**src/rtl/twi_pw_pkg.sv**
```systemverilog
package twi_pw_pkg;

  typedef enum logic [2:0] {
    ST_IDLE = 3'd0,
    ST_RX   = 3'd1,
    ST_ACK  = 3'd2,
    ST_SKIP = 3'd3,
    ST_BUSY = 3'd4
  } pw_state_t;

endpackage

```
**src/rtl/twi_line_sync.sv**
```systemverilog
module twi_line_sync #(
  parameter int STAGES = 2
) (
  input  logic clk,
  input  logic rst,
  input  logic scl_i,
  input  logic sda_i,
  output logic scl_s,
  output logic sda_s,
  output logic start_p,
  output logic stop_p,
  output logic rise_p,
  output logic fall_p
);

  logic [STAGES-1:0] scl_pipe;
  logic [STAGES-1:0] sda_pipe;
  logic              scl_q;
  logic              sda_q;

  for (genvar g = 0; g < STAGES; g++) begin : g_stage
    if (g == 0) begin : g_first
      always_ff @(posedge clk) begin
        if (rst) begin
          scl_pipe[g] <= 1'b1;
          sda_pipe[g] <= 1'b1;
        end else begin
          scl_pipe[g] <= scl_i;
          sda_pipe[g] <= sda_i;
        end
      end
    end else begin : g_next
      always_ff @(posedge clk) begin
        if (rst) begin
          scl_pipe[g] <= 1'b1;
          sda_pipe[g] <= 1'b1;
        end else begin
          scl_pipe[g] <= scl_pipe[g-1];
          sda_pipe[g] <= sda_pipe[g-1];
        end
      end
    end
  end

  assign scl_s = scl_pipe[STAGES-1];
  assign sda_s = sda_pipe[STAGES-1];

  always_ff @(posedge clk) begin
    if (rst) begin
      scl_q <= 1'b1;
      sda_q <= 1'b1;
    end else begin
      scl_q <= scl_s;
      sda_q <= sda_s;
    end
  end

  assign start_p = scl_s & scl_q & sda_q & ~sda_s;
  assign stop_p  = scl_s & scl_q & ~sda_q & sda_s;
  assign rise_p  = scl_s & ~scl_q;
  assign fall_p  = ~scl_s & scl_q;

endmodule

```
**src/rtl/twi_page_buf.sv**
```systemverilog
module twi_page_buf #(
  parameter int PAGE_W = 2,
  parameter int DATA_W = 8,
  localparam int SLOTS = 1 << PAGE_W
) (
  input  logic              clk,
  input  logic              rst,
  input  logic              clr,
  input  logic              wr_en,
  input  logic [PAGE_W-1:0] wr_idx,
  input  logic [DATA_W-1:0] wr_data,
  input  logic [PAGE_W-1:0] rd_idx,
  output logic [DATA_W-1:0] rd_data,
  output logic [SLOTS-1:0]  valid
);

  logic [DATA_W-1:0] slot_q [SLOTS];

  for (genvar g = 0; g < SLOTS; g++) begin : g_slot
    always_ff @(posedge clk) begin
      if (rst || clr) begin
        valid[g] <= 1'b0;
      end else if (wr_en && wr_idx == PAGE_W'(g)) begin
        valid[g] <= 1'b1;
      end
    end

    always_ff @(posedge clk) begin
      if (wr_en && wr_idx == PAGE_W'(g)) begin
        slot_q[g] <= wr_data;
      end
    end
  end

  assign rd_data = slot_q[rd_idx];

endmodule

```
**src/rtl/twi_mem_array.sv**
```systemverilog
module twi_mem_array #(
  parameter int ADDR_W = 7,
  parameter int DATA_W = 8,
  localparam int DEPTH = 1 << ADDR_W
) (
  input  logic              clk,
  input  logic              we,
  input  logic [ADDR_W-1:0] waddr,
  input  logic [DATA_W-1:0] wdata,
  input  logic [ADDR_W-1:0] raddr,
  output logic [DATA_W-1:0] rdata
);

  logic [DATA_W-1:0] cells [DEPTH];

  always_ff @(posedge clk) begin
    if (we) begin
      cells[waddr] <= wdata;
    end
    rdata <= cells[raddr];
  end

endmodule

```
**src/rtl/twi_pagewr_slave.sv**
```systemverilog
module twi_pagewr_slave
  import twi_pw_pkg::*;
#(
  parameter int ADDR_W      = 7,
  parameter int DATA_W      = 8,
  parameter int PAGE_W      = 2,
  parameter int WR_CYCLES   = 1000,
  parameter int SYNC_STAGES = 2
) (
  input  logic              clk,
  input  logic              rst,
  input  logic              scl_i,
  input  logic              sda_i,
  output logic              sda_oe,
  output logic              busy,
  input  logic [ADDR_W-1:0] rd_addr,
  output logic [DATA_W-1:0] rd_data
);

  localparam int SLOTS  = 1 << PAGE_W;
  localparam int CNT_W  = $clog2(WR_CYCLES + 1);
  localparam int BIT_W  = $clog2(DATA_W);
  localparam int PAGE_HI = ADDR_W - PAGE_W;

  // line conditioning
  logic scl_s, sda_s, start_p, stop_p, rise_p, fall_p;

  twi_line_sync #(.STAGES(SYNC_STAGES)) u_sync (
    .clk     (clk),
    .rst     (rst),
    .scl_i   (scl_i),
    .sda_i   (sda_i),
    .scl_s   (scl_s),
    .sda_s   (sda_s),
    .start_p (start_p),
    .stop_p  (stop_p),
    .rise_p  (rise_p),
    .fall_p  (fall_p)
  );

  // control state
  pw_state_t          state;
  logic [BIT_W-1:0]   bitcnt;
  logic               got;
  logic               first_byte;
  logic [DATA_W-1:0]  shreg;
  logic [ADDR_W-1:0]  addr;
  logic [CNT_W-1:0]   wcnt;
  logic [PAGE_HI-1:0] page;

  // page buffer
  logic               buf_we, buf_clr;
  logic [DATA_W-1:0]  buf_rdata;
  logic [SLOTS-1:0]   buf_valid;

  // array write port
  logic               mem_we;
  logic [ADDR_W-1:0]  mem_waddr;

  logic byte_fin;

  assign page     = addr[ADDR_W-1:PAGE_W];
  assign byte_fin = (state == ST_RX) && fall_p && got && !start_p && !stop_p;
  assign buf_we   = byte_fin && !first_byte;
  assign buf_clr  = start_p && (state != ST_BUSY);

  twi_page_buf #(.PAGE_W(PAGE_W), .DATA_W(DATA_W)) u_buf (
    .clk     (clk),
    .rst     (rst),
    .clr     (buf_clr),
    .wr_en   (buf_we),
    .wr_idx  (addr[PAGE_W-1:0]),
    .wr_data (shreg),
    .rd_idx  (wcnt[PAGE_W-1:0]),
    .rd_data (buf_rdata),
    .valid   (buf_valid)
  );

  assign mem_we    = (state == ST_BUSY) && (wcnt < CNT_W'(SLOTS))
                     && buf_valid[wcnt[PAGE_W-1:0]];
  assign mem_waddr = {page, wcnt[PAGE_W-1:0]};

  twi_mem_array #(.ADDR_W(ADDR_W), .DATA_W(DATA_W)) u_mem (
    .clk   (clk),
    .we    (mem_we),
    .waddr (mem_waddr),
    .wdata (buf_rdata),
    .raddr (rd_addr),
    .rdata (rd_data)
  );

  always_ff @(posedge clk) begin
    if (rst) begin
      state      <= ST_IDLE;
      sda_oe     <= 1'b0;
      busy       <= 1'b0;
      bitcnt     <= '0;
      got        <= 1'b0;
      first_byte <= 1'b0;
      shreg      <= '0;
      addr       <= '0;
      wcnt       <= '0;
    end else if (state == ST_BUSY) begin
      // bus is not looked at while the array is being written
      if (wcnt == CNT_W'(WR_CYCLES - 1)) begin
        state <= ST_IDLE;
        busy  <= 1'b0;
        wcnt  <= '0;
      end else begin
        wcnt <= wcnt + 1'b1;
      end
    end else if (start_p) begin
      state      <= ST_RX;
      sda_oe     <= 1'b0;
      bitcnt     <= '0;
      got        <= 1'b0;
      first_byte <= 1'b1;
    end else if (stop_p) begin
      sda_oe <= 1'b0;
      if (state != ST_IDLE && |buf_valid) begin
        state <= ST_BUSY;
        busy  <= 1'b1;
        wcnt  <= '0;
      end else begin
        state <= ST_IDLE;
      end
    end else begin
      unique case (state)
        ST_RX: begin
          if (rise_p && !got) begin
            shreg <= {shreg[DATA_W-2:0], sda_s};
            if (bitcnt == BIT_W'(DATA_W - 1)) begin
              got <= 1'b1;
            end else begin
              bitcnt <= bitcnt + 1'b1;
            end
          end
          if (byte_fin) begin
            if (first_byte) begin
              addr <= shreg[ADDR_W:1];
              if (!shreg[0]) begin
                state  <= ST_ACK;
                sda_oe <= 1'b1;
              end else begin
                state <= ST_SKIP;
              end
            end else begin
              addr[PAGE_W-1:0] <= addr[PAGE_W-1:0] + PAGE_W'(1);
              state  <= ST_ACK;
              sda_oe <= 1'b1;
            end
          end
        end
        ST_ACK: begin
          if (fall_p) begin
            sda_oe     <= 1'b0;
            state      <= ST_RX;
            first_byte <= 1'b0;
            got        <= 1'b0;
            bitcnt     <= '0;
          end
        end
        default: ;
      endcase
    end
  end

endmodule

```
**config.mk**
```make
export PLATFORM = sky130hd
export DESIGN_NAME = twi_pagewr_slave
export DESIGN_NICKNAME = d
export VERILOG_FILES = /design/src/rtl/twi_pw_pkg.sv /design/src/rtl/twi_line_sync.sv /design/src/rtl/twi_page_buf.sv /design/src/rtl/twi_mem_array.sv /design/src/rtl/twi_pagewr_slave.sv
export SDC_FILE = /design/constraint.sdc
export NUM_CORES = 1
export LEC_CHECK = 0
export BUFFER_PORTS_ARGS = -buffer_cell sky130_fd_sc_hd__buf_2
export CAP_MARGIN = 15
export CORE_AREA = 10 10 209 408
export CTS_BUF_LIST = sky130_fd_sc_hd__clkbuf_16
export CTS_CLUSTER_DIAMETER = 100
export DETAILED_ROUTE_END_ITERATION = 8
export DIE_AREA = 0 0 219 418
export PLACE_DENSITY = 0.71
export SKIP_CTS_REPAIR_TIMING = 1
export SYNTH_ARGS = -nofsm -noshare
export SYNTH_HDL_FRONTEND = slang
export SYNTH_SLANG_ARGS = --single-unit
export TNS_END_PERCENT = 5
```
**constraint.sdc**
```tcl
create_clock -name clk -period 3.3 [get_ports clk]
set_clock_uncertainty 0.15 [all_clocks]
set_input_delay 0.66 -clock clk [delete_from_list [all_inputs] [get_ports clk]]
set_output_delay 0.66 -clock clk [all_outputs]
set_load 0.01 [all_outputs]
```
==> impl_metrics.json, run 1 <==
{
  "rows": 146,
  "multi_input_area_mm2": 0.00960,
  "area_growth_pct": 13.7,
  "maxCapViolations": 0,
  "layoutNonFillerInstCount": 3242,
  "crit_top_cell": "buf_4",
  "synth_area_leaders": "edfxtp_1 (74%), mux4_2 (18%), dfxtp_1 (2.6%)",
  "ir_drop_uv": 389,
  "root_buffer": "clkbuf_16",
  "drc": 0,
  "netlist_top_cells_count": "edfxtp_1 (1056), mux4_2 (344), nor2_1 (150)",
  "fillers": 5322,
  "grt_pass1_wl_um": 148000,
  "max_freq_mhz": 329,
  "worstPathRequired_ns": 3.54,
  "clkLatencyLatePin_ns": 0.68,
  "synth_top_area_cell": "edfxtp_1",
  "ys_seq_area_share_pct": 76.6,
  "cts_max_level": 3,
  "hold_slack_ns": 0.0145,
  "holdPathEnd": "u_sync.scl_pipe[0]",
  "slowest_delay_ns": 0.53,
  "netlist_instances": 1909,
  "ioPinCount": 21,
  "grt_max_degree": 129,
  "cts_tree": "done",
  "dp_hpwl_um": 64400,
  "synth_ff_type": "edfxtp_1",
  "fp.dieArea_mm2": 0.0915,
  "synth-edff-count": 1056,
  "regArea_mm2": 0.0328,
  "grt_use_total_pct": 22.5,
  "grt-ovfl-total": 0,
  "postSynthAreaPerCell_um2": 22.4,
  "place_area_mm2": 0.0458,
  "endpoint_kind": "register",
  "ys_ff_latch": 1111,
  "ff2ff_path_depth": 8,
  "numPortBuffers": 20,
  "async_reset_ff_share_pct": 0,
  "cp_cell_sequence": "nor3b_1 -> nand3_1 -> nor3b_1 -> nand2_1 -> buf_4 -> buf_4 -> nor2_1 -> buf_4",
  "worstSetupStartpoint": "state[2]",
  "synth_warnings": 0,
  "dp.cells": 3077,
  "post-place-ws_ns": -0.227,
  "hold_class": "primary input to register",
  "antenna_cells": 0,
  "yosysUniqueCellTypes": 46,
  "fin_area_mm2": 0.0487,
  "setup_ws_ns": 0.259,
  "drive_above_1_share_pct": 32.5,
  "numCtsBuffers": 90,
  "power_density_mw_per_mm2": 550,
  "drt_iter0_markers": 2221,
  "clk_pin_slew_ns": 0.06,
  "hold_path_depth": 2,
  "slew_violations": 0,
  "path_class": "register to register",
  "antenna_found_initial": 2,
  "yosysMostFrequentCell": "edfxtp_1",
  "initial_core_util_pct": 54.3,
  "cp.arrival_ns": 3.28,
  "worst_r2r_endpoint": "u_mem.cells[27][0]",
  "synth_area_mm2": 0.0429,
  "slowest_stage": "nor3b_1",
  "vias": 20400,
  "post-route-period-util_pct": 92.2,
  "fin_util_pct": 61.7,
  "ant_nets": 0,
  "maxSlewHeadroom_pct": 38.3,
  "yosysTopAreaCellShare_pct": 74.0,
  "wl_per_cell_um": 30.9,
  "p_leak_nw": 15.4,
  "setup_viol": 0,
  "core-area_mm2": 0.0789,
  "clockBufferDepth": 3,
  "tightest_slew_ns": 0.917,
  "first_global_vias": 21600,
  "r2r_slack_ns": 0.26,
  "crit_path_start_kind": "register",
  "fin_crit_ns": 3.04,
  "routabilityCongestion": 0.838,
  "drt-vias-per-instance": 6.30,
  "num-nets-final": 2151,
  "hold_viol": 0,
  "outcome": "finished clean",
  "routed_wl_um": 100000,
  "fp.dieW_um": 219,
  "syn-num-nets": 1927,
  "numClockSinks": 1111,
  "r2r-start": "state[2]",
  "min_from": "scl_i",
  "first_pass_iters": 7,
  "critPathMaxFanout": 13,
  "die_h_um": 418,
  "rsz0062_at_grt": "no"
}
## routing by layer
metal	track usage, %	part of all wire [%]
met1	25.1	33
met2	41.0	56
met3	2.96	5.0
met5	0	0
met4	11.9	5.4
## per-stage QoR
step           setup TNS, ns  power [mW]
2_1_floorplan              0        16.2
3_3_place_gp           -1.26        16.6
3_5_place_dp           -1.23        16.7
4_1_cts                    0        27.0
5_1_grt                    0        27.5
6_report                   0        26.8
## where the power goes
group,switching (mW),internal [mW]
registers,0.0292,15.2
clock network,4.86,5.61
logic,0.541,0.561
## cell families after synthesis
kind of cell	count (synthesis)	synth area share [%]
and+or+nand+nor	277	2.94
DFF	1111	76.6
AOI/OAI and AO/OA	49	0.686
xor gates and xnor gates	7	0.143
adders and majority gates	7	0.204
muxes	356	18.4
buffers and inverters	102	1.07
## worst max-delay path by stage
stage	to	slack, ns	cells after the start
after floorplan	u_mem.rdata[0]	0.10	7
after global placement	u_mem.rdata[6]	-0.24	7
after detailed placement	u_mem.rdata[6]	-0.23	7
after CTS	u_mem.cells[78][3]	0.27	7
after global routing	u_mem.cells[35][0]	0.01	7
final	u_mem.cells[27][0]	0.26	8
## critical path, delay by kind of cell (launching register included)
kind / cells / cell delay [ns]
buffers and inverters: 3 / 0.73
DFF: 1 / 0.45
and+or+nand+nor: 5 / 1.39
## sequential cells by signal, summed over array words and instances, names as in the netlist, named ones only
name and flops:
u_mem.cells 1024, u_buf.slot_q 32, wcnt 10, shreg 8, u_mem.rdata 8, addr 7
u_buf.valid 4, bitcnt 3, state 3, busy 1, first_byte 1, got 1
sda_oe 1, u_sync.scl_pipe 1, u_sync.scl_q 1, u_sync.scl_s 1, u_sync.sda_pipe 1, u_sync.sda_q 1
u_sync.sda_s 1
## placed cells by master (no fill, tap or decap), types with 3 or more instances in the layout
master     instances
a21oi_1           28
and2_1             6
buf_12            34
buf_2             17
buf_4            177
bufinv_16          6
clkbuf_16         93
clkinv_1          20
clkinv_2          13
clkinv_4           3
dfxtp_1           55
edfxtp_1        1056
ha_1               7
inv_1             25
inv_6              4
mux2_2             8
mux2i_1            4
mux4_2           336
mux4_4             8
nand2_1           43
nand3_1           25
nand4_1            4
nand4b_1           3
nor2_1           150
nor2b_1            9
nor3_1             3
nor3b_1            6
nor4_1             5
o21ai_0            3
o31ai_1            4
or2_2              7
or3_1              3
or3b_2             3
or4_1              3
xnor2_1            7
## layout make-up
cell class                      instances  share of cell area, %
Clock buffer                           93                   4.78
Clock inverter                         72                   1.09
Inverter                                4                 0.0308
Multi-Input combinational cell        696                   19.7
Sequential cell                      1111                   67.4
Tap cell                             1036                   2.66
Timing Repair Buffer                  230                   4.36
Power figures use the tool's default switching activity.
==> run 2, diff against run 1 <==
--- a/config.mk
+++ b/config.mk
@@ -12,7 +12,7 @@
 export CTS_CLUSTER_DIAMETER = 100
 export DETAILED_ROUTE_END_ITERATION = 8
 export DIE_AREA = 0 0 219 418
-export PLACE_DENSITY = 0.71
+export PLACE_DENSITY = 0.68
 export SKIP_CTS_REPAIR_TIMING = 1
 export SYNTH_ARGS = -nofsm -noshare
 export SYNTH_HDL_FRONTEND = slang
==> constraint.sdc (replaced) <==
create_clock -name clk -period 2.9 [get_ports clk]
set_clock_uncertainty 0.15 [all_clocks]
set_input_delay 0.58 -clock clk [delete_from_list [all_inputs] [get_ports clk]]
set_output_delay 0.58 -clock clk [all_outputs]
set_load 0.01 [all_outputs]
==> run 2 against run 1 <==
  * Die area stayed put
  * Cell area rose by 1.2%
  * Non-clock buffer count up 43
  * Global-route usage increased by 0.68 points
  * Largest power group unchanged
  * Critical endpoint is now u_mem.rdata[1]
  * Register-to-register slack is essentially flat
  * Sequential cell count did not move
  * Sequential share of layout area shrank 0.79 points
==> impl_metrics.json, run 2 (synthesis results as in run 1) <==
{
  "num-nets-final": 2195,
  "post-route-period-util_pct": 94.7,
  "clockBufferDepth": 3,
  "cts_tree": "done",
  "cp.depth": 7,
  "numClockSinks": 1111,
  "antenna_cells": 0,
  "largest_reg_flops": 1024,
  "dp_hpwl_um": 70100,
  "first_global_vias": 21800,
  "maxCapViolations": 0,
  "grt_use_total_pct": 23.2,
  "critPathTopFamily": "multiplexers",
  "p_leak_nw": 15.7,
  "grt-ovfl-total": 0,
  "fp.dieArea_mm2": 0.0915,
  "final_common_cell": "edfxtp_1",
  "ioPinCount": 21,
  "fp.dieW_um": 219,
  "reg.largest.list": "u_mem.cells (1024), u_buf.slot_q (32), wcnt (10)",
  "grt_max_degree": 129,
  "slew_violations": 0,
  "cts_max_level": 3,
  "rsz0062_at_grt": "no",
  "routed_wl_um": 103000,
  "root_buffer": "clkbuf_16",
  "ir_drop_uv": 612,
  "power_density_mw_per_mm2": 634,
  "drt_iter0_markers": 1931,
  "drc": 0,
  "worstPathRequired_ns": 3.32,
  "tightest_slew_ns": 0.939,
  "mostFrequentLayoutCells": "edfxtp_1 (1056), mux4_2 (336), buf_4 (215)",
  "first_pass_iters": 6,
  "initial_core_util_pct": 54.3,
  "fin_crit_ns": 2.75,
  "worstSetupStartpoint": "rd_addr[0]",
  "area_growth_pct": 15.0,
  "endpoint_kind": "register",
  "max_freq_mhz": 364,
  "maxSlewHeadroom_pct": 37.4,
  "ff2ff_path_depth": 8,
  "die_h_um": 418,
  "top_register": "u_mem.cells",
  "slowest_stage": "mux4_2",
  "outcome": "finished clean",
  "met3_usage_pct": 3.19,
  "drive_above_1_share_pct": 34.0,
  "r2r-start": "state[2]",
  "numPortBuffers": 20,
  "drt-vias-per-instance": 6.18,
  "fillers": 5346,
  "path_class": "primary input to register",
  "cp_cell_sequence": "buf_8 -> buf_12 -> buf_4 -> mux4_2 -> mux4_2 -> mux4_2 -> mux2_2",
  "fin_util_pct": 62.5,
  "antenna_found_initial": 1,
  "grtUsageMet1_pct": 24.5,
  "r2r_slack_ns": 0.25,
  "hold_class": "register to register",
  "core-area_mm2": 0.0789,
  "tns_ns": 0,
  "crit_path_start_kind": "primary input",
  "numCtsBuffers": 91,
  "routabilityCongestion": 0.827,
  "grt_pass1_wl_um": 151000,
  "min_from": "u_sync.scl_pipe[0]",
  "cp.arrival_ns": 3.16,
  "ant_nets": 0,
  "hold_viol": 0,
  "rows": 146,
  "clkLatencyLatePin_ns": 0.68,
  "vias": 20300,
  "clk_pin_slew_ns": 0.07,
  "crit_top_cell": "mux4_2",
  "critPathMaxFanout": 21,
  "hold_path_depth": 1,
  "grt_use_met2_pct": 44.3,
  "top_usage_layer": "met2",
  "slowest_delay_ns": 0.57,
  "wl_per_cell_um": 31.5,
  "setup_viol": 0,
  "path_buf_inv": 3
}
## run 2: through the flow
step / power (mW) / std cells / setup WS (ns) / instance area [µm²] / hold WS [ns]
after global placement: 19.0 / 3118 / -0.543 / 46200 / 0.245
final: 31.3 / 3283 / 0.154 / 49300 / 0.261
after CTS: 31.5 / 3281 / 0.192 / 49300 / -0.113
after global routing: 32.2 / 3283 / 0.102 / 49300 / 0.270
after detailed placement: 19.0 / 3118 / -0.562 / 46200 / 0.244
after floorplan: 18.5 / 1909 / -0.0306 / 43200 / 0.239
## run 2: layout make-up
type / count / area [µm²] / share of cell area (%)
Multi-Input combinational cell: 696 / 9600 / 19.5
Timing Repair Buffer: 273 / 2490 / 5.05
Sequential cell: 1111 / 32800 / 66.6
Tap cell: 1036 / 1300 / 2.63
Clock inverter: 71 / 767 / 1.56
Clock buffer: 92 / 2300 / 4.67
Inverter: 4 / 15.0 / 0.0305
## run 2: worst paths after layout
path,to
min,u_sync.scl_s
max reg2reg,u_mem.cells[122][7]
max,u_mem.rdata[1]
min reg2reg,u_sync.scl_s
## run 2: report_power, final
group	switching [mW]	leakage, nW	internal (mW)	total, mW
Clock	5.58	1.54	7.06	12.6
Sequential	0.0297	9.94	17.3	17.3
Combinational	0.627	4.19	0.664	1.29
## run 2: routing by layer
| metal | up-vias | part of all wire [%] |
|---|---|---|
| met1 | 10800 | 32 |
| met2 | 717 | 58 |
| met5 | - | 0.013 |
| li1 | 8542 | - |
| met4 | 2 | 4.7 |
| met3 | 186 | 5.0 |
